$ cat src/rtl/wake_irq_pkg.sv
package wake_irq_pkg;

  localparam int NUM_LINES       = 28;
  localparam int TRIG_W          = 4;
  localparam int LINES_PER_FIELD = 2;
  localparam int FIELDS_PER_WORD = 8;
  localparam int NUM_OUTS        = 4;
  localparam int BUS_W           = 32;
  localparam int ADDR_W          = 4;

  typedef logic [TRIG_W-1:0] trig_t;

  localparam trig_t TRG_LVL_LO = 4'd0;
  localparam trig_t TRG_LVL_HI = 4'd1;
  localparam trig_t TRG_FALL   = 4'd2;
  localparam trig_t TRG_RISE   = 4'd4;
  localparam trig_t TRG_BOTH   = 4'd6;

  localparam logic [ADDR_W-1:0] ADR_CFG_LO = 4'h0;
  localparam logic [ADDR_W-1:0] ADR_CFG_HI = 4'h4;
  localparam logic [ADDR_W-1:0] ADR_MASK   = 4'h8;
  localparam logic [ADDR_W-1:0] ADR_PEND   = 4'hC;

  // First and last line served by each combined output
  function automatic int out_first(input int k);
    case (k)
      0:       return 0;
      1:       return 4;
      2:       return 12;
      default: return 20;
    endcase
  endfunction

  function automatic int out_last(input int k);
    case (k)
      0:       return 3;
      1:       return 11;
      2:       return 19;
      default: return 27;
    endcase
  endfunction

endpackage

$ cat src/rtl/wake_sync.sv
module wake_sync #(
  parameter int WIDTH = 28
) (
  input  logic             clk,
  input  logic             rst_n,
  input  logic [WIDTH-1:0] din,
  output logic [WIDTH-1:0] level,
  output logic [WIDTH-1:0] level_prev
);

  logic [WIDTH-1:0] stage1_q;
  logic [WIDTH-1:0] stage2_q;
  logic [WIDTH-1:0] stage3_q;

  always_ff @(posedge clk or negedge rst_n) begin
    if (!rst_n) begin
      stage1_q <= '0;
      stage2_q <= '0;
      stage3_q <= '0;
    end else begin
      stage1_q <= din;
      stage2_q <= stage1_q;
      stage3_q <= stage2_q;
    end
  end

  assign level      = stage2_q;
  assign level_prev = stage3_q;

endmodule

$ cat src/rtl/wake_detect.sv
module wake_detect
  import wake_irq_pkg::*;
#(
  parameter int N = 28
) (
  input  logic [N-1:0]        level,
  input  logic [N-1:0]        level_prev,
  input  logic [N*TRIG_W-1:0] mode,
  output logic [N-1:0]        evt
);

  for (genvar n = 0; n < N; n++) begin : g_line
    trig_t code;
    assign code = mode[n*TRIG_W +: TRIG_W];

    always_comb begin
      case (code)
        TRG_LVL_LO: evt[n] = ~level[n];
        TRG_LVL_HI: evt[n] = level[n];
        TRG_FALL:   evt[n] = level_prev[n] & ~level[n];
        TRG_RISE:   evt[n] = ~level_prev[n] & level[n];
        TRG_BOTH:   evt[n] = level_prev[n] ^ level[n];
        default:    evt[n] = 1'b0;
      endcase
    end
  end

endmodule

$ cat src/rtl/wake_combine.sv
module wake_combine
  import wake_irq_pkg::*;
#(
  parameter int N    = 28,
  parameter int NOUT = 4
) (
  input  logic            clk,
  input  logic            rst_n,
  input  logic [N-1:0]    pend,
  input  logic [N-1:0]    mask,
  output logic [NOUT-1:0] irq_out
);

  logic [N-1:0] live;
  assign live = pend & ~mask;

  for (genvar k = 0; k < NOUT; k++) begin : g_out
    localparam int LO = out_first(k);
    localparam int HI = out_last(k);
    assign irq_out[k] = |live[HI:LO];
  end

  // with every line masked no output may rise
  a_r6_all_masked_quiet: assert property (@(posedge clk) disable iff (!rst_n)
    (&mask) |-> (irq_out == '0));

endmodule

$ cat src/rtl/wake_irq_ctrl.sv
module wake_irq_ctrl
  import wake_irq_pkg::*;
(
  input  logic                 clk,
  input  logic                 rst_n,
  input  logic [NUM_LINES-1:0] ext_irq,
  input  logic                 reg_wr,
  input  logic [ADDR_W-1:0]    reg_addr,
  input  logic [BUS_W-1:0]     reg_wdata,
  output logic [BUS_W-1:0]     reg_rdata,
  output logic [NUM_OUTS-1:0]  irq_out
);

  localparam int N       = NUM_LINES;
  localparam int NFIELDS = (N + LINES_PER_FIELD - 1) / LINES_PER_FIELD;
  localparam int FPW     = FIELDS_PER_WORD;

  logic [N-1:0] lvl, lvl_prev, evt;
  logic [N*TRIG_W-1:0] mode_flat;

  logic [NFIELDS-1:0][TRIG_W-1:0] cfg_q, cfg_d;
  logic [N-1:0] mask_q, mask_d;
  logic [N-1:0] pend_q, pend_d;
  logic [N-1:0] clr_vec;
  logic         cfg_we, mask_we;

  wake_sync #(.WIDTH(N)) u_sync (
    .clk        (clk),
    .rst_n      (rst_n),
    .din        (ext_irq),
    .level      (lvl),
    .level_prev (lvl_prev)
  );

  for (genvar n = 0; n < N; n++) begin : g_mode
    assign mode_flat[n*TRIG_W +: TRIG_W] = cfg_q[n / LINES_PER_FIELD];
  end

  wake_detect #(.N(N)) u_detect (
    .level      (lvl),
    .level_prev (lvl_prev),
    .mode       (mode_flat),
    .evt        (evt)
  );

  // Next-state logic
  always_comb begin
    cfg_d   = cfg_q;
    mask_d  = mask_q;
    clr_vec = '0;
    cfg_we  = 1'b0;
    mask_we = 1'b0;
    if (reg_wr) begin
      case (reg_addr)
        ADR_CFG_LO: begin
          cfg_we = 1'b1;
          for (int f = 0; f < FPW; f++)
            if (f < NFIELDS) cfg_d[f] = reg_wdata[f*TRIG_W +: TRIG_W];
        end
        ADR_CFG_HI: begin
          cfg_we = 1'b1;
          for (int f = 0; f < FPW; f++)
            if (FPW + f < NFIELDS) cfg_d[FPW+f] = reg_wdata[f*TRIG_W +: TRIG_W];
        end
        ADR_MASK: begin
          mask_we = 1'b1;
          mask_d  = reg_wdata[N-1:0];
        end
        ADR_PEND: clr_vec = reg_wdata[N-1:0];
        default: ;
      endcase
    end
    // a fresh event wins over a clear in the same cycle
    pend_d = (pend_q & ~clr_vec) | evt;
  end

  // State registers
  always_ff @(posedge clk or negedge rst_n) begin
    if (!rst_n) begin
      cfg_q  <= '0;
      mask_q <= '1;
      pend_q <= '0;
    end else begin
      if (cfg_we)  cfg_q  <= cfg_d;
      if (mask_we) mask_q <= mask_d;
      pend_q <= pend_d;
    end
  end

  // Read path
  always_comb begin
    reg_rdata = '0;
    case (reg_addr)
      ADR_CFG_LO:
        for (int f = 0; f < FPW; f++)
          if (f < NFIELDS) reg_rdata[f*TRIG_W +: TRIG_W] = cfg_q[f];
      ADR_CFG_HI:
        for (int f = 0; f < FPW; f++)
          if (FPW + f < NFIELDS) reg_rdata[f*TRIG_W +: TRIG_W] = cfg_q[FPW+f];
      ADR_MASK: reg_rdata[N-1:0] = mask_q;
      ADR_PEND: reg_rdata[N-1:0] = pend_q;
      default: ;
    endcase
  end

  wake_combine #(.N(N), .NOUT(NUM_OUTS)) u_combine (
    .clk     (clk),
    .rst_n   (rst_n),
    .pend    (pend_q),
    .mask    (mask_q),
    .irq_out (irq_out)
  );

  // written ones clear unless an event arrives in the same cycle
  a_r7_w1c_clears: assert property (@(posedge clk) disable iff (!rst_n)
    (reg_wr && reg_addr == ADR_PEND) |=>
      ((pend_q & $past(reg_wdata[N-1:0]) & ~$past(evt)) == '0));

  // a pending bit never drops without a written one
  a_r7_no_spurious_clear: assert property (@(posedge clk) disable iff (!rst_n)
    1'b1 |=> (($past(pend_q) & ~$past(clr_vec) & ~pend_q) == '0));

  // every detected event leaves its pending bit set
  a_r9_event_sets: assert property (@(posedge clk) disable iff (!rst_n)
    (evt != '0) |=> (($past(evt) & ~pend_q) == '0));

endmodule

$ cat config.mk
export PLATFORM = sky130hd
export DESIGN_NAME = wake_irq_ctrl
export DESIGN_NICKNAME = d
export VERILOG_FILES = /design/src/rtl/wake_irq_pkg.sv /design/src/rtl/wake_sync.sv /design/src/rtl/wake_detect.sv /design/src/rtl/wake_combine.sv /design/src/rtl/wake_irq_ctrl.sv
export SDC_FILE = /design/constraint.sdc
export NUM_CORES = 1
export LEC_CHECK = 0
export BUFFER_PORTS_ARGS = -buffer_cell sky130_fd_sc_hd__buf_4
export CORE_ASPECT_RATIO = 2
export CORE_MARGIN = 10
export CORE_UTILIZATION = 35
export CTS_CLUSTER_SIZE = 25
export DETAILED_ROUTE_END_ITERATION = 10
export PLACE_DENSITY = 0.53
export SKIP_CTS_REPAIR_TIMING = 1
export SLEW_MARGIN = 20
export SYNTH_ARGS = -nofsm -noshare
export SYNTH_HDL_FRONTEND = slang
export SYNTH_SLANG_ARGS = --single-unit
$ cat constraint.sdc
create_clock -name clk -period 1.68 [get_ports clk]
set_clock_uncertainty 0.1 [all_clocks]
set_input_delay 0.084 -clock clk [delete_from_list [all_inputs] [get_ports clk]]
set_output_delay 0.084 -clock clk [all_outputs]
set_load 0.005 [all_outputs]
Yosys cells after proc, flatten, opt, wreduce, memory -nomap -nowiden
Cells that the tools add are included.

Eq/ne operators: 59. Muxes and demuxes: 37. Bitwise logic cells: 145. Reduce and logical (&&, ||, !) cells: 23.

Operators with widths (number): case mux 1 bit (5 select lines) (28); equality test 4 x 3 -> 1 bit, second input constant (29); case mux 24 bit (4 select lines) (1); zero test 4 bit (15); bitwise AND 1 bit (56); bitwise AND 28 bit (2); equality test 4 x 1 -> 1 bit, second input constant (14); equality test 4 x 2 -> 1 bit, second input constant (14); two-way mux 28 bit (2); NOT 1 bit (56); NOT 28 bit (2); bitwise OR 28 bit (1); bitwise XOR 1 bit (28); OR reduction 8 bit (3); case mux 4 bit (3 select lines) (1); AND reduction 3 bit (3); equality test 4 bit, second input constant (2); two-way mux 1 bit (4); two-way mux 4 bit (1); OR reduction 4 bit (1); OR reduction 2 bit (1).

Register bits: 196. Input bits: 67. Output and inout bits: 36. Word-level logic and storage cells: 283.

Depth between registers and ports, before layout
Depth after elaboration: 6. Depth in mapped cells: 6. Depth with buffers taken out: 5.

Cells and area by module
Synthesis repeated with hierarchy kept, for this count alone.

Cells, all modules: 875. Area, all modules: 10376.2 µm².

By module, submodules not included: wake_irq_ctrl (times used 1, cells an instance 380, area each 5491.5 µm²); wake_detect (times used 1, cells an instance 366, area each 2563.7 µm²); wake_sync (times used 1, cells an instance 84, area each 2102.0 µm²); wake_combine (times used 1, cells an instance 45, area each 219.0 µm²).

Least setup slack after synthesis
Ideal clock, no wire load.

Path kind: input to register. Start: input port reg_addr[1]. End: register cfg_q[11] in the netlist's numbering. Setup time: 125 ps. Data arrival time: 1411 ps. Required time: 1455 ps. Slack: 44 ps. Cell stages on the path: 5. Path buffers: 2. Cell sequence: or2_4 or4b_4 buf_6 buf_12 mux2_4.

Longest elaborated chain between the ends: 5. Elaborated cells between the ends (all ways): 6. Those cells by class: eq/ne: 1; mux: 2; reduce/logical: 3.

RTL lines: start: declaration (line wake_irq_ctrl.sv:8) `input logic [ADDR_W-1:0] reg_addr,`; equality test 4 x 3 -> 1 bit or zero test 4 bit (tied branches) (line wake_irq_ctrl.sv:54) `case (reg_addr)`; OR reduction 2 bit (no source line); two-way mux 1 bit (line wake_irq_ctrl.sv:54); two-way mux 1 bit (line wake_irq_ctrl.sv:53) `if (reg_wr) begin`; AND reduction 3 bit (no source line) *; end signal: assignment (line wake_irq_ctrl.sv:84) `if (cfg_we) cfg_q <= cfg_d;`; end: declaration (line wake_irq_ctrl.sv:21) `logic [NFIELDS-1:0][TRIG_W-1:0] cfg_q, cfg_d;`.

Every way passes the cells marked *; elsewhere a longest branch is shown, timed or not. A chain may end at the register's enable or synchronous reset.

Worst setup path in the final report
Start: register mask_q[21]. End: output port irq_out[3].

Longest elaborated chain between the ends: 3.

RTL lines: start: declaration (line wake_irq_ctrl.sv:22) `logic [N-1:0] mask_q, mask_d;`; start signal: assignment (line wake_irq_ctrl.sv:85) `if (mask_we) mask_q <= mask_d;`; NOT 28 bit (line wake_combine.sv:15) `assign live = pend & ~mask;`; bitwise AND 28 bit (line wake_combine.sv:15); OR reduction 8 bit (line wake_combine.sv:20) `assign irq_out[k] = |live[HI:LO];`; end: declaration (line wake_irq_ctrl.sv:11) `output logic [NUM_OUTS-1:0] irq_out`.

Every way passes these cells.

==> metrics.md <==
| Metric | Value |
|---|---|
| Status | complete, but fails checks |
| Failing checks | setup timing |
| Placed cells | 1251 |
| Crit. End Element | primary output |
| IO Pins | 103 |
| Yosys cell types | 51 |
| Hold Worst Slack | 0.1078 ns |
| Initial antenna violation count | 0 |
| Antenna diodes | 0 |
| Mean Syn Cell Area | 12.39 um2 |
| Share of layout cells above drive strength 1 | 41.67% |
| Final #Nets | 1155 |
| Area growth, synth to finish | 34.76% |
| R2r endpoint | pend_q[0] |
| CP Depth | 3 |
| # rows | between 80 and 90 |
| TritonRoute pass-1 iters | 4 |
| GRT overflow | 0 |
| CTS sink count | 196 |
| F_max | 506.8 MHz |
| Leakage | 6.107 nW |
| Register-to-Register Path Depth | 4 |
| Synthesized cell area | between 9000 and 10000 um2 |
| Post-Synthesis Cells | 791 |
| DIE AREA | 35490 um2 |
| Detailed Place HPWL | 19560 um |
| FF-to-FF Start | cfg_q[3] |
| Largest net degree at the start of global routing | 54 |
| Yosys reg bits | just under 200 |
| Setup CP Type | flip-flop to primary output |
| CORE AREA | 27550 um2 |
| Final setup margin | -0.2933 ns |
| Worst vdd ir | 0.6532 mV |
| Seq/Total Area, Yosys | 50.42% |
| Max Cap Viol | 0 |
| R2r setup slk | 0.08 ns |
| Crit path max fanout | 2 |
| Num CTS Buffers | 17 |
| Gr usage total | 14.69% |
| # H-tree levels | 4 |
| RSZ-0062 raised after global routing | yes |
| Tightest Hold Check Type | input port to flip-flop |
| Slew HR | 64.50% |
| Routed length per instance | between 15 and 20 um |
| Ys Warns | 0 |
| Post-synth EDFFs | 0 |
| Vias in the first global route | approximately 7100 |
| WP buf/inv | 1 |
| CP Data Required Time | 1.50 ns |
| Drt drc | 0 |
| Post-route cell area | about 13000 um2 |
| I/O Buffers | about 100 |
| Post-route clock period utilization | 117.5% |
| Critical Path Start | mask_q[21] |
| Primary FF master, synth | dfrtp_1 |
| GPL Wtd Cong | 0.8136 |
| Routed Wire Length | 26830 um |
| Top delay family on crit path | flip-flops |
| Post-Syn Nets | between 900 and 1000 |
| Clk root buf | clkbuf_16 |
| PD cells | 1023 nW/um2 |
| Fin crit period | ~2.0 ns |
| Routed Antenna Nets | 0 |
| Setup Viol. Count Final | 30 |
| Crit-path slowest cell | dfstp_2 |
| Clock Pin Slew Worst Setup and Hold Paths | approximately 0.070 ns |
| Max Slew Vio Count | 0 |
| Critical path launch point type | flip-flop |
| Die X | 138.3 um |
| Worst setup path endpoint | irq_out[3] |
| Drt initial violations | 268 |
| Slowest Stage Delay on Critical Path | 0.58 ns |
| Average via count per standard cell | 4.935 |
| Slew at the pin with the worst max-slew slack | 0.5251 ns |
| Critical Path AT | 1.79 ns |
| Final hold vios | 0 |
| Placement Cell Area | 11240 um2 |
| Critical path, cell by cell | o22ai_1, or4_4, buf_6 |
| DR vias | ~6900 |
| CTS tree | built |
| Clk Latency, worst-skew pair | 0.45 ns |
| Post-synth ARST share | 100.0% |
| Initial Util | 35.57% |
| Global-route wire length before repair | 40550 um |
| Max clock buf depth | 2 |
| Die height | 256.6 um |
| Non-filler instance count after layout | 1396 |
| DP Worst Slack | -0.06106 ns |
==> Yosys cell counts (2+ instances only) <==
| cell | number | area, um2 |
|---|---|---|
| and2_1 | 5 | 31.28 |
| or3b_2 | 2 | 17.52 |
| or2_2 | 3 | 18.77 |
| nor3_1 | 11 | 55.05 |
| a2111o_1 | 2 | 22.52 |
| inv_1 | 92 | 345.3 |
| nand2_1 | 33 | 123.9 |
| a31o_2 | 3 | 26.28 |
| nand4b_1 | 4 | 35.03 |
| buf_2 | 10 | 50.05 |
| clkbuf_1 | 12 | 45.04 |
| dfrtp_1 | 168 | 4204 |
| ha_1 | 56 | 700.7 |
| nand3_1 | 2 | 10.01 |
| nor2b_1 | 42 | 262.8 |
| and3_1 | 12 | 75.07 |
| a211o_1 | 4 | 35.03 |
| nor3b_1 | 2 | 15.01 |
| nor4_1 | 3 | 18.77 |
| mux2_4 | 29 | 435.4 |
| buf_1 | 4 | 15.01 |
| a31oi_1 | 8 | 50.05 |
| a211oi_1 | 3 | 22.52 |
| xnor2_1 | 12 | 105.1 |
| nand2b_1 | 18 | 112.6 |
| dfstp_2 | 28 | 735.7 |
| nor4b_1 | 11 | 96.34 |
| nor2_1 | 17 | 63.81 |
| or4_1 | 5 | 37.54 |
| mux2i_1 | 6 | 60.06 |
| a22oi_1 | 17 | 127.6 |
| o211ai_1 | 31 | 232.7 |
| buf_12 | 3 | 60.06 |
| o2111ai_1 | 14 | 122.6 |
| mux4_2 | 24 | 540.5 |
| o22ai_1 | 12 | 75.07 |
| o21ai_0 | 9 | 45.04 |
| a21oi_1 | 7 | 35.03 |
| mux2_2 | 55 | 619.3 |
==> kinds of logic (layout without fill, tap and decap cells) <==
group           Yosys count  after routing  share of synthesized area, %
flops                   196            196                         50.42
simple gates            177            177                         10.64
buf+inv                 122            375                         5.376
mux                     114            114                         16.89
compound gates          113            113                         8.364
fa+ha+maj                56             56                         7.151
xor+xnor                 13             13                         1.162
==> layout make-up <==
type	count	area (um2)
Tap cell	352	440.4
Inverter	92	345.3
Clock inverter	4	23.77
Timing Repair Buffer	252	2312
Clock buffer	27	513.0
Multi-Input combinational cell	473	4596
Sequential cell	196	4974
Fill cell	2585	14340
==> state kept, by name (all words and copies together) (netlist names) <==
name,cells
u_sync.level,28
cfg_q,56
pend_q,28
mask_q,28
u_sync.stage1_q,28
u_sync.level_prev,28
==> cells in the final DEF, fill, tap and decap left out, types with 13 or more instances in the layout <==
master,count
o211ai_1,31
mux4_2,24
buf_6,29
nand2b_1,18
dfstp_2,28
clkbuf_16,17
buf_4,148
inv_1,88
nor2b_4,24
o2111ai_1,14
dfrtp_1,141
dfrtp_2,27
dlygate4sd3_1,62
ha_1,56
nand2_1,33
mux2_2,52
nor2b_1,18
mux2_4,32
nor2_1,13
==> tightest hold or removal path: stages <==
cell	delay, ns
buf_4	0.09
and4bb_2	0.30
nand3_1	0.10
o21ai_0	0.07
==> power breakdown <==
part	switching, W	internal [W]	leakage (nW)
Clock	0.00178	0.00208	0.267
Sequential	0.000523	0.00550	2.18
Combinational	0.00151	0.00211	3.66
==> per-layer routing <==
layer	global-route usage, %	wire, um
met4	5.088	494
met2	28.10	15340
met3	2.943	747
met5	0	0
met1	15.32	10250
==> worst min-delay path by stage <==
stage          cells after the start   startpoint                    end  slack [ns]
2_1_floorplan                      0        rst_n               cfg_q[0]       -0.31
3_3_place_gp                       1        rst_n       u_sync.level[10]       -0.14
3_5_place_dp                       1        rst_n       u_sync.level[10]       -0.14
4_1_cts                            1        rst_n  u_sync.level_prev[11]       -0.62
5_1_grt                            4  reg_addr[1]              mask_q[2]        0.11
6_report                           4  reg_addr[1]              mask_q[2]        0.11
==> per-stage QoR <==
step	utilization [%]	TNS [ns]	power, W
after floorplan	-	0	0.007769
after global placement	40.82	-1.550	0.008907
after detailed placement	40.82	-1.877	0.008967
after CTS	42.76	-7.097	0.01287
after global routing	47.93	-4.859	0.01419
final	47.93	-3.496	0.01350
(Power assumes the default switching activity.)
